==> config.mk <==
export PLATFORM = sky130hd
export DESIGN_NAME = flipTolVerify
export DESIGN_NICKNAME = d
export VERILOG_FILES = /design/src/rtl/flipTolPkg.sv /design/src/rtl/flipTolCtl.sv /design/src/rtl/flipTolDp.sv /design/src/rtl/flipTolVerify.sv
export SDC_FILE = /design/constraint.sdc
export NUM_CORES = 1
export LEC_CHECK = 0
export BUFFER_PORTS_ARGS = -buffer_cell sky130_fd_sc_hd__buf_2
export CORE_UTILIZATION = 54
export DETAILED_ROUTE_END_ITERATION = 6
export GPL_ROUTABILITY_DRIVEN = 0
export PLACE_DENSITY = 0.79
export SYNTH_ARGS = -nofsm -noshare
export SYNTH_HDL_FRONTEND = slang
export SYNTH_HIERARCHICAL = 1
export SYNTH_SLANG_ARGS = --single-unit
==> constraint.sdc <==
create_clock -name clk -period 5.45 [get_ports clk]
set_input_delay 0.2725 -clock clk [delete_from_list [all_inputs] [get_ports clk]]
set_output_delay 0.2725 -clock clk [all_outputs]
set_load 0.005 [all_outputs]
==> src/rtl/flipTolPkg.sv <==
package flipTolPkg;
  // strobes from the sequencing control to the counting datapath
  typedef struct packed {
    logic valid;
    logic secFirst;
    logic secClose;
    logic inSpare;
    logic spareFirst;
    logic pageFirst;
    logic pageClose;
  } tolStrb_t;
endpackage

==> src/rtl/flipTolCtl.sv <==
module flipTolCtl
  import flipTolPkg::*;
#(
  parameter int IDXW = 12
) (
  input  logic            clk,
  input  logic            rstN,
  input  logic [IDXW-1:0] cfgSectorBytes,
  input  logic            inValid,
  input  logic            pageFirst,
  input  logic            spareFirst,
  input  logic            pageLast,
  output tolStrb_t        strb
);
  logic [IDXW-1:0] byteIdx;
  logic [IDXW-1:0] curIdx;
  logic            spareReg;
  logic            inSpareNow;
  logic            atSecEnd;

  always_comb begin
    curIdx     = pageFirst ? '0 : byteIdx;
    inSpareNow = spareFirst | (spareReg & ~pageFirst);
    atSecEnd   = (curIdx == cfgSectorBytes - IDXW'(1));
    strb.valid      = inValid;
    strb.secFirst   = inValid & ~inSpareNow & (curIdx == '0);
    strb.secClose   = inValid & ~inSpareNow & (atSecEnd | pageLast);
    strb.inSpare    = inValid & inSpareNow;
    strb.spareFirst = inValid & spareFirst;
    strb.pageFirst  = inValid & pageFirst;
    strb.pageClose  = inValid & pageLast;
  end

  always_ff @(posedge clk or negedge rstN) begin
    if (!rstN) begin
      byteIdx  <= '0;
      spareReg <= 1'b0;
    end else if (inValid) begin
      if (!inSpareNow) byteIdx <= strb.secClose ? '0 : curIdx + IDXW'(1);
      spareReg <= pageLast ? 1'b0 : inSpareNow;
    end
  end

  // r12: a page end inside the main area must close the open sector
  a_r12_tail_close: assert property (@(posedge clk) disable iff (!rstN)
    (inValid && pageLast && !spareFirst && !spareReg) |-> strb.secClose);
endmodule

==> src/rtl/flipTolDp.sv <==
module flipTolDp
  import flipTolPkg::*;
#(
  parameter int DW   = 8,
  parameter int TOLW = 6,
  localparam int ERRW = TOLW + 1,
  localparam int PCW  = $clog2(DW + 1)
) (
  input  logic            clk,
  input  logic            rstN,
  input  tolStrb_t        strb,
  input  logic [DW-1:0]   rdByte,
  input  logic [DW-1:0]   expByte,
  input  logic [TOLW-1:0] cfgTolBits,
  input  logic            cfgSpareInTol,
  input  logic            rejectClr,
  output logic            sectorDone,
  output logic [ERRW-1:0] sectorErrs,
  output logic            pageDone,
  output logic            pagePass,
  output logic            deviceReject,
  output logic [ERRW-1:0] worstErrs
);
  localparam logic [ERRW-1:0] ERR_MAX = '1;

  function automatic logic [ERRW-1:0] satAdd(input logic [ERRW-1:0] a, input logic [ERRW-1:0] b);
    logic [ERRW:0] s;
    s = {1'b0, a} + {1'b0, b};
    return s[ERRW] ? ERR_MAX : s[ERRW-1:0];
  endfunction

  logic [PCW-1:0]  flipCnt;
  logic [ERRW-1:0] acc, accNew, spAcc, spNew, spTot, lastSec, lastNow;
  logic            pageFail, secFail, spareFail, failNow;
  logic [ERRW-1:0] tolExt;

  always_comb begin
    flipCnt = '0;
    for (int b = 0; b < DW; b++) flipCnt = flipCnt + PCW'(rdByte[b] ^ expByte[b]);
    tolExt    = {1'b0, cfgTolBits};
    accNew    = satAdd(strb.secFirst ? '0 : acc, ERRW'(flipCnt));
    spNew     = satAdd(strb.spareFirst ? '0 : spAcc, ERRW'(flipCnt));
    spTot     = strb.inSpare ? spNew : spAcc;
    lastNow   = strb.secClose ? accNew : lastSec;
    secFail   = strb.secClose && (accNew > tolExt);
    spareFail = cfgSpareInTol ? (satAdd(lastNow, spTot) > tolExt) : (spTot != '0);
    failNow   = (strb.pageFirst ? 1'b0 : pageFail) | secFail | (strb.pageClose & spareFail);
  end

  always_ff @(posedge clk or negedge rstN) begin
    if (!rstN) begin
      acc <= '0; spAcc <= '0; lastSec <= '0; pageFail <= 1'b0;
      sectorDone <= 1'b0; sectorErrs <= '0; pageDone <= 1'b0; pagePass <= 1'b0;
      deviceReject <= 1'b0; worstErrs <= '0;
    end else begin
      sectorDone <= strb.secClose;
      pageDone   <= strb.pageClose;
      if (strb.valid) begin
        pageFail <= failNow;
        if (!strb.inSpare) acc <= accNew;
        if (strb.inSpare) spAcc <= spNew;
        else if (strb.pageFirst) spAcc <= '0;
      end
      if (strb.secClose) begin
        sectorErrs <= accNew;
        lastSec    <= accNew;
      end
      if (strb.pageClose) pagePass <= ~failNow;
      if (rejectClr) worstErrs <= strb.secClose ? accNew : '0;
      else if (strb.secClose && accNew > worstErrs) worstErrs <= accNew;
      if (strb.pageClose && failNow) deviceReject <= 1'b1;
      else if (rejectClr) deviceReject <= 1'b0;
    end
  end

  // r8: reject flag only drops on an explicit clear
  a_r8_reject_sticky: assert property (@(posedge clk) disable iff (!rstN)
    (deviceReject && !rejectClr) |=> deviceReject);
  // r8: a reported failing page always leaves the flag raised
  a_r8_fail_rejects: assert property (@(posedge clk) disable iff (!rstN)
    (pageDone && !pagePass) |-> deviceReject);
  // r9: the worst count covers every reported sector
  a_r9_worst_cover: assert property (@(posedge clk) disable iff (!rstN)
    sectorDone |-> (worstErrs >= sectorErrs));
  // r10: idle cycles leave status untouched
  a_r10_idle_hold: assert property (@(posedge clk) disable iff (!rstN)
    (!strb.valid && !rejectClr) |=> ($stable(worstErrs) && $stable(deviceReject) && !sectorDone && !pageDone));
endmodule

==> src/rtl/flipTolVerify.sv <==
module flipTolVerify
  import flipTolPkg::*;
#(
  parameter int IDXW = 12,
  parameter int TOLW = 6,
  parameter int DW   = 8
) (
  input  logic            clk,
  input  logic            rstN,
  input  logic [IDXW-1:0] cfgSectorBytes,
  input  logic [TOLW-1:0] cfgTolBits,
  input  logic            cfgSpareInTol,
  input  logic            inValid,
  input  logic [DW-1:0]   rdByte,
  input  logic [DW-1:0]   expByte,
  input  logic            pageFirst,
  input  logic            spareFirst,
  input  logic            pageLast,
  input  logic            rejectClr,
  output logic            sectorDone,
  output logic [TOLW:0]   sectorErrs,
  output logic            pageDone,
  output logic            pagePass,
  output logic            deviceReject,
  output logic [TOLW:0]   worstErrs
);
  tolStrb_t strb;

  flipTolCtl #(.IDXW(IDXW)) uCtl (
    .clk(clk), .rstN(rstN), .cfgSectorBytes(cfgSectorBytes), .inValid(inValid),
    .pageFirst(pageFirst), .spareFirst(spareFirst), .pageLast(pageLast), .strb(strb)
  );

  flipTolDp #(.DW(DW), .TOLW(TOLW)) uDp (
    .clk(clk), .rstN(rstN), .strb(strb), .rdByte(rdByte), .expByte(expByte),
    .cfgTolBits(cfgTolBits), .cfgSpareInTol(cfgSpareInTol), .rejectClr(rejectClr),
    .sectorDone(sectorDone), .sectorErrs(sectorErrs), .pageDone(pageDone),
    .pagePass(pagePass), .deviceReject(deviceReject), .worstErrs(worstErrs)
  );
endmodule

# Yosys cells after proc, flatten, opt, wreduce, memory -nomap -nowiden
# Index checks and enable logic that the tools add are counted.
# Widths: inputs -> output; s select.
word_totals:
  ff_bits: 53
op_classes:
  add_sub_neg: 12
  n_lt_le_gt_ge: 3
  eq_ne: 1
  mux: 19
  bitwise_logic: 25
  n_reduce_logical: 11
op_table:
  columns: ["operator", "count"]
  rows:
  - ["$mux 7", 12]
  - ["$add 4x4->4", 7]
  - ["$mux 12", 2]
  - ["$add 7x4->8", 2]
  - ["$gt 7x6->1", 2]
  - ["$add 12x1->12 const B", 1]
  - ["$eq 12x12->1", 1]
  - ["$logic_not 12->1", 1]
  - ["$sub 12x1->12 const B", 1]
  - ["$and 1x1->1", 9]
  - ["$add 7x7->8", 1]
  - ["$xor 1x1->1", 8]
  - ["$gt 7x7->1", 1]
  - ["$reduce_bool 7->1", 1]
  - ["$reduce_and 2->1", 3]
  - ["$reduce_bool 2->1", 3]
  - ["$mux 1", 5]
  - ["$not 1->1", 4]
  - ["$or 1x1->1", 4]
  - ["$logic_and 1x1->1", 3]

# Depth between registers and ports, before layout
depth:
  depth_word: 19
  ltp_mapped: 34

# By module
# The synthesis kept the hierarchy.
by_module_without_submodules:
  columns: ["mod", "instances", "cells_per_inst", "area_per_inst_um2", "seq_area_each_um2"]
  rows:
  - ["flipTolDp", 1, 376, 3324.4, 1001.0]
  - ["flipTolCtl", 1, 179, 1460.2, 325.3]

# Least setup slack after synthesis
# Ideal clock, no wire load.
synth_timing:
  path_type: "in2reg"
  from: "input rdByte[1]"
  to: "register uDp.pagePass"
  setup_time_ps: 65
  arrival_time_ps: 7255
  setup_slack_ps: -1871
  cell_stages: 34
  n_path_buf: 0
  cell_sequence: "xnor2_1 -> fa_1 -> inv_1 -> fa_1 -> inv_1 -> fa_1 -> inv_1 -> ha_1 -> inv_1 -> fa_1 -> xor2_2 -> inv_1 -> ha_1 -> a31oi_1 -> nor2b_1 -> nor4_1 -> nor2_1 -> nor2_1 -> a21oi_1 -> ha_1 -> a21oi_1 -> o21ai_0 -> a21oi_1 -> o21bai_1 -> a21oi_1 -> nand2b_1 -> ha_1 -> nor2b_1 -> o21ai_0 -> a21oi_1 -> o32a_1 -> o31a_1 -> o41ai_4 -> o211a_1"
synth_between:
  elab_chain_cells: 18
synth_rtl:
  columns: ["item", "line", "rtl"]
  rows:
  - ["start, declared", "flipTolVerify.sv:14", "input logic [DW-1:0] rdByte,"]
  - ["$xor 1x1->1", "flipTolDp.sv:39", "for (int b = 0; b < DW; b++) flipCnt = flipCnt + PCW'(rdByte[b] ^ expByte[b]);"]
  - ["$add 4x4->4 (7 in series)", "flipTolDp.sv:39", null]
  - ["$add 7x4->8", "flipTolDp.sv:28", "s = {1'b0, a} + {1'b0, b};"]
  - ["$mux 7", "flipTolDp.sv:29", "return s[ERRW] ? ERR_MAX : s[ERRW-1:0];"]
  - ["$mux 7", "flipTolDp.sv:44", "lastNow = strb.secClose ? accNew : lastSec;"]
  - ["named net uDp.lastNow[1]", "flipTolDp.sv:33", "logic [ERRW-1:0] acc, accNew, spAcc, spNew, spTot, lastSec, lastNow;"]
  - ["$add 7x7->8", "flipTolDp.sv:28", null]
  - ["$mux 7", "flipTolDp.sv:29", null]
  - ["$gt 7x6->1", "flipTolDp.sv:46", "spareFail = cfgSpareInTol ? (satAdd(lastNow, spTot) > tolExt) : (spTot != '0);"]
  - ["$mux 1", "flipTolDp.sv:46", null]
  - ["$and 1x1->1", "flipTolDp.sv:47", "failNow = (strb.pageFirst ? 1'b0 : pageFail) | secFail | (strb.pageClose & spareFail);"]
  - ["$or 1x1->1", "flipTolDp.sv:47", null]
  - ["$not 1->1", "flipTolDp.sv:68", "if (strb.pageClose) pagePass <= ~failNow;"]
  - ["end signal, assigned", "flipTolDp.sv:68", null]
  - ["end, declared", "flipTolDp.sv:20", "output logic pagePass,"]
# The timed path passes the listed nets, and every way through them passes these cells.
# A chain may end at the register's enable or synchronous reset.

# Worst setup path after layout
layout_timing:
  from: "input rdByte[4]"
  to: "register uDp.pagePass"
layout_between:
  elab_chain_cells: 15
layout_rtl:
  columns: ["item", "line"]
  rows:
  - ["$xor 1x1->1", "flipTolDp.sv:39"]
  - ["$add 4x4->4 (4 in series)", "flipTolDp.sv:39"]
  - ["$add 7x4->8", "flipTolDp.sv:28"]
  - ["$mux 7", "flipTolDp.sv:29"]
  - ["$mux 7", "flipTolDp.sv:44"]
  - ["named net uDp.lastNow[3]", "flipTolDp.sv:33"]
  - ["$add 7x7->8", "flipTolDp.sv:28"]
  - ["$mux 7", "flipTolDp.sv:29"]
  - ["$gt 7x6->1", "flipTolDp.sv:46"]
  - ["$mux 1", "flipTolDp.sv:46"]
  - ["$and 1x1->1", "flipTolDp.sv:47"]
  - ["$or 1x1->1", "flipTolDp.sv:47"]
  - ["$not 1->1", "flipTolDp.sv:68"]
# The timed path passes the listed nets, and every way through them passes these cells.

==> summary.txt <==
Power and ir drop
  • Switch share: 0.4462
  • Pwr Density: 656.3 nW/um^2
  • Leak Pwr: 2.919 nW
  • Peak supply drop: ~560 uV
  • Reg power frac: 0.145
  • Clk pwr share: 0.057
  • Psw: 1.830 mW
  • Total power draw: approximately 4.1 mW
  • Combinational power share: 0.798
  • Pint: 2.271 mW

Floorplan
  • Chip width: 96.13 um
  • Core ar.: 8382 sq um
  • FP Rows: 33
  • Starting Density: 0.5708
  • Area of the die: 9241 sq um
  • Ports: 60
  • Die Y: 96.13 um

Critical path
  • Max stage delay on crit path: 0.53 ns
  • Startpoint class of the critical path: primary input
  • Worst-case reg-to-reg path depth: 27
  • CP startpoint: rdByte[4]
  • WS Path Type: primary input to flip-flop
  • Most common cell on crit path: a21oi_2
  • CP arrival: around 7.0 ns
  • Worst reg2reg endpoint: uDp/pagePass$_DFFE_PN0P_
  • Crit. End Element: flip-flop
  • Crit-path slowest cell: fa_1
  • R2R Setup Slk: -0.10 ns
  • Peak fanout along the critical path: 5
  • Critical R2R Launch: uCtl/byteIdx[3]$_DFFE_PN0P_
  • Crit path required time: 5.70 ns

Detailed routing
  • Vias per cell: 6.000
  • Drt wl/cell: roughly 17 um
  • DRC errors left: 0
  • Pre-antenna DRT Iters: 5
  • Iteration-0 DRC count of the detailed router: slightly below 300
  • Vias: 4716
  • Antenna-violating nets left: 0
  • Routed wire length: about 14 mm

Synthesis
  • Syn_nets: 644
  • Top post-synthesis cells by area: dfrtp_1 28%, ha_1 10%, xnor2_1 4.0%
  • Cell area after synthesis: 4785 sq um
  • Post-Syn Instances: 555
  • Most used DFF post-synth: dfrtp_1
  • Yosys reg bits: 53
  • Yosys cell types: 77
  • Seq/Total Area, Yosys: 0.2772
  • Async set or reset register ratio after synthesis: 1.000
  • Synth warn: 6
  • Area leader, netlist: dfrtp_1
  • Avg Cell Area, Syn: roughly 8.6 sq um
  • Yosys top cell area share: 0.2772
  • Post-synth EDFFs: 0

Timing
  • RSZ-0062 raised after global routing: true
  • Period utilisation layout: 1.236
  • Final setup fails: 10
  • Slew HR: 0.4915
  • Final Hold Fails: 0
  • Measured slew at the worst slew-check pin: 0.7600 ns
  • Tmin final: 6.737 ns
  • Worst hold margin: roughly 0.067 ns
  • Maximum clock rate: 148.4 MHz
  • Clock Skew: 0.01043 ns
  • Setup ws final: -1.287 ns
  • Max Transition Viols Final: 0

Cells and area
  • Diode count: 0
  • Commonest non-fill, non-tap cells in the layout: 76 x buf_4, 57 x buf_2, 53 x dfrtp_1
  • Cell area after layout: 6248 sq um
  • Layout cell share with drive strength beyond 1: 0.3451
  • Sequential cell area: 1326 sq um
  • Non-Filler Instances: about 790
  • Final #Nets: between 700 and 800
  • Multi-input gate area: 3561 sq um
  • Fillers: 591
  • Most common cell after layout, fill and taps aside: buf_4
  • Area grow syn2layout: 30.60%

Outcome
  • Failing checks: negative setup slack
  • Status: complete, but fails checks

Clock network
  • CTS Sinks: 53
  • H-tree levels: 2
  • CTS buffer count: 5
  • Worst skew pair latency: 0.31 ns
  • Hold_buf cts: 0
  • Worst-path clk slew: ~0.11 ns
  • Root buffer cell: clkbuf_8
  • CTS Buffer Depth: 2
  • TritonCTS clock tree: done

Flow run
  • Max Cap Violations: 0

Global route
  • Total Routing Usage GR: 0.3025
  • Largest net degree at the start of global routing: 54
  • GR Overflow Total: 0
  • Global-route wire length before repair: 21.67 mm
  • Initial antenna violation count: 0
  • Vias in the first global route: 4683

Placed design
  • IO Port Bufs: 59
  • DPL Wire Length: about 9.5 mm
  • Post-Place Cells: 764
  • Placed Area: ~5800 sq um

Worst hold path
  • Min-delay worst type: primary input to asynchronous set/reset pin
-- registers in the layout, indices dropped and copies added, names as in the netlist --
register / cells
uDp/sectorDone: 1
uDp/pagePass: 1
uCtl/spareReg: 1
uCtl/byteIdx: 12
uDp/pageFail: 1
uDp/acc: 7
uDp/lastSec: 7
uDp/pageDone: 1
uDp/sectorErrs: 7
uDp/worstErrs: 7
uDp/spAcc: 7
uDp/deviceReject: 1
-- logic make-up after synthesis --
logic type	share of synthesized area
AND/OR/NAND/NOR	0.2314
AO/OA/AOI/OAI	0.2045
buffers and inverters	0.06119
flip-flops	0.2772
adder cells (fa/ha/maj)	0.1339
XOR/XNOR	0.07191
multiplexers	0.01987
-- power by group through the flow --
stage          logic (mW)  clock network (mW)  registers [mW]
4_1_cts              2.89               0.237           0.587
6_report             3.27               0.234           0.594
3_5_place_dp         2.52                   0           0.593
5_1_grt              3.51               0.256           0.607
2_1_floorplan        1.53                   0           0.576
3_3_place_gp         2.41                   0           0.589
-- area by class of cell --
class	count	share of cell area
clock inverter	3	0.003404
clock buffer	5	0.01101
timing repair buffer	140	0.1502
inverter	51	0.03224
sequential	53	0.2123
tap	105	0.02103
multi-input combinational	429	0.5699
-- stage by stage --
| step | setup TNS (ns) | util | setup slack, ns |
|---|---|---|---|
| global route | -8.090 | 0.7455 | -1.506 |
| finish | -5.819 | 0.7455 | -1.287 |
| CTS | -9.097 | 0.7262 | -1.157 |
| floorplan | -6.050 | - | -1.350 |
| detailed placement | -10.02 | 0.6862 | -1.632 |
| global placement | -8.607 | 0.6862 | -1.463 |
-- worst max-delay path: cells and delay by family --
| family | cells | cell delay, ns |
|---|---|---|
| XOR/XNOR | 2 | 0.31 |
| AO/OA/AOI/OAI | 11 | 2.04 |
| AND/OR/NAND/NOR | 6 | 0.73 |
| buffers and inverters | 9 | 0.79 |
| adder cells (fa/ha/maj) | 8 | 2.84 |
-- cell usage after synthesis (all sizes together), types with 4 or more instances --
| cell | instances |
|---|---|
| or2 | 4 |
| buf | 12 |
| inv | 51 |
| o41ai | 5 |
| or4 | 5 |
| ha | 40 |
| a21oi | 31 |
| o21a | 4 |
| o32ai | 8 |
| xnor2 | 22 |
| mux2 | 4 |
| a31oi | 9 |
| nand3 | 14 |
| xor2 | 8 |
| nand4 | 4 |
| mux2i | 5 |
| or3 | 5 |
| and3 | 6 |
| nor2 | 46 |
| a21o | 5 |
| clkbuf | 10 |
| dfrtp | 53 |
| and2 | 6 |
| a31o | 6 |
| nor3 | 16 |
| nor4 | 7 |
| nand2 | 43 |
| o21ai | 31 |
| fa | 7 |
| a22o | 4 |
| nand2b | 13 |
| o211ai | 4 |
| nor2b | 21 |
-- worst max path at each step --
| stage | to |
|---|---|
| global route | uDp/pagePass$_DFFE_PN0P_ |
| CTS | uDp/pagePass$_DFFE_PN0P_ |
| global placement | uDp/pageFail$_DFFE_PN0P_ |
| detailed placement | uDp/pagePass$_DFFE_PN0P_ |
| floorplan | uDp/pageFail$_DFFE_PN0P_ |
| finish | uDp/pagePass$_DFFE_PN0P_ |
-- routing by layer --
metal  GRT usage  part of all wire
met5           0                 0
met4     0.08706             0.023
met3     0.04344             0.046
met2      0.5390              0.51
met1      0.3772              0.42
-- what timing repair did --
item                                    CTS  global route
endpoints found under the setup margin   10            10
resized for setup                        28            30
buffers inserted                         14             7
pin swaps                                14            29
No activity file was read; power rests on OpenSTA's default activity.
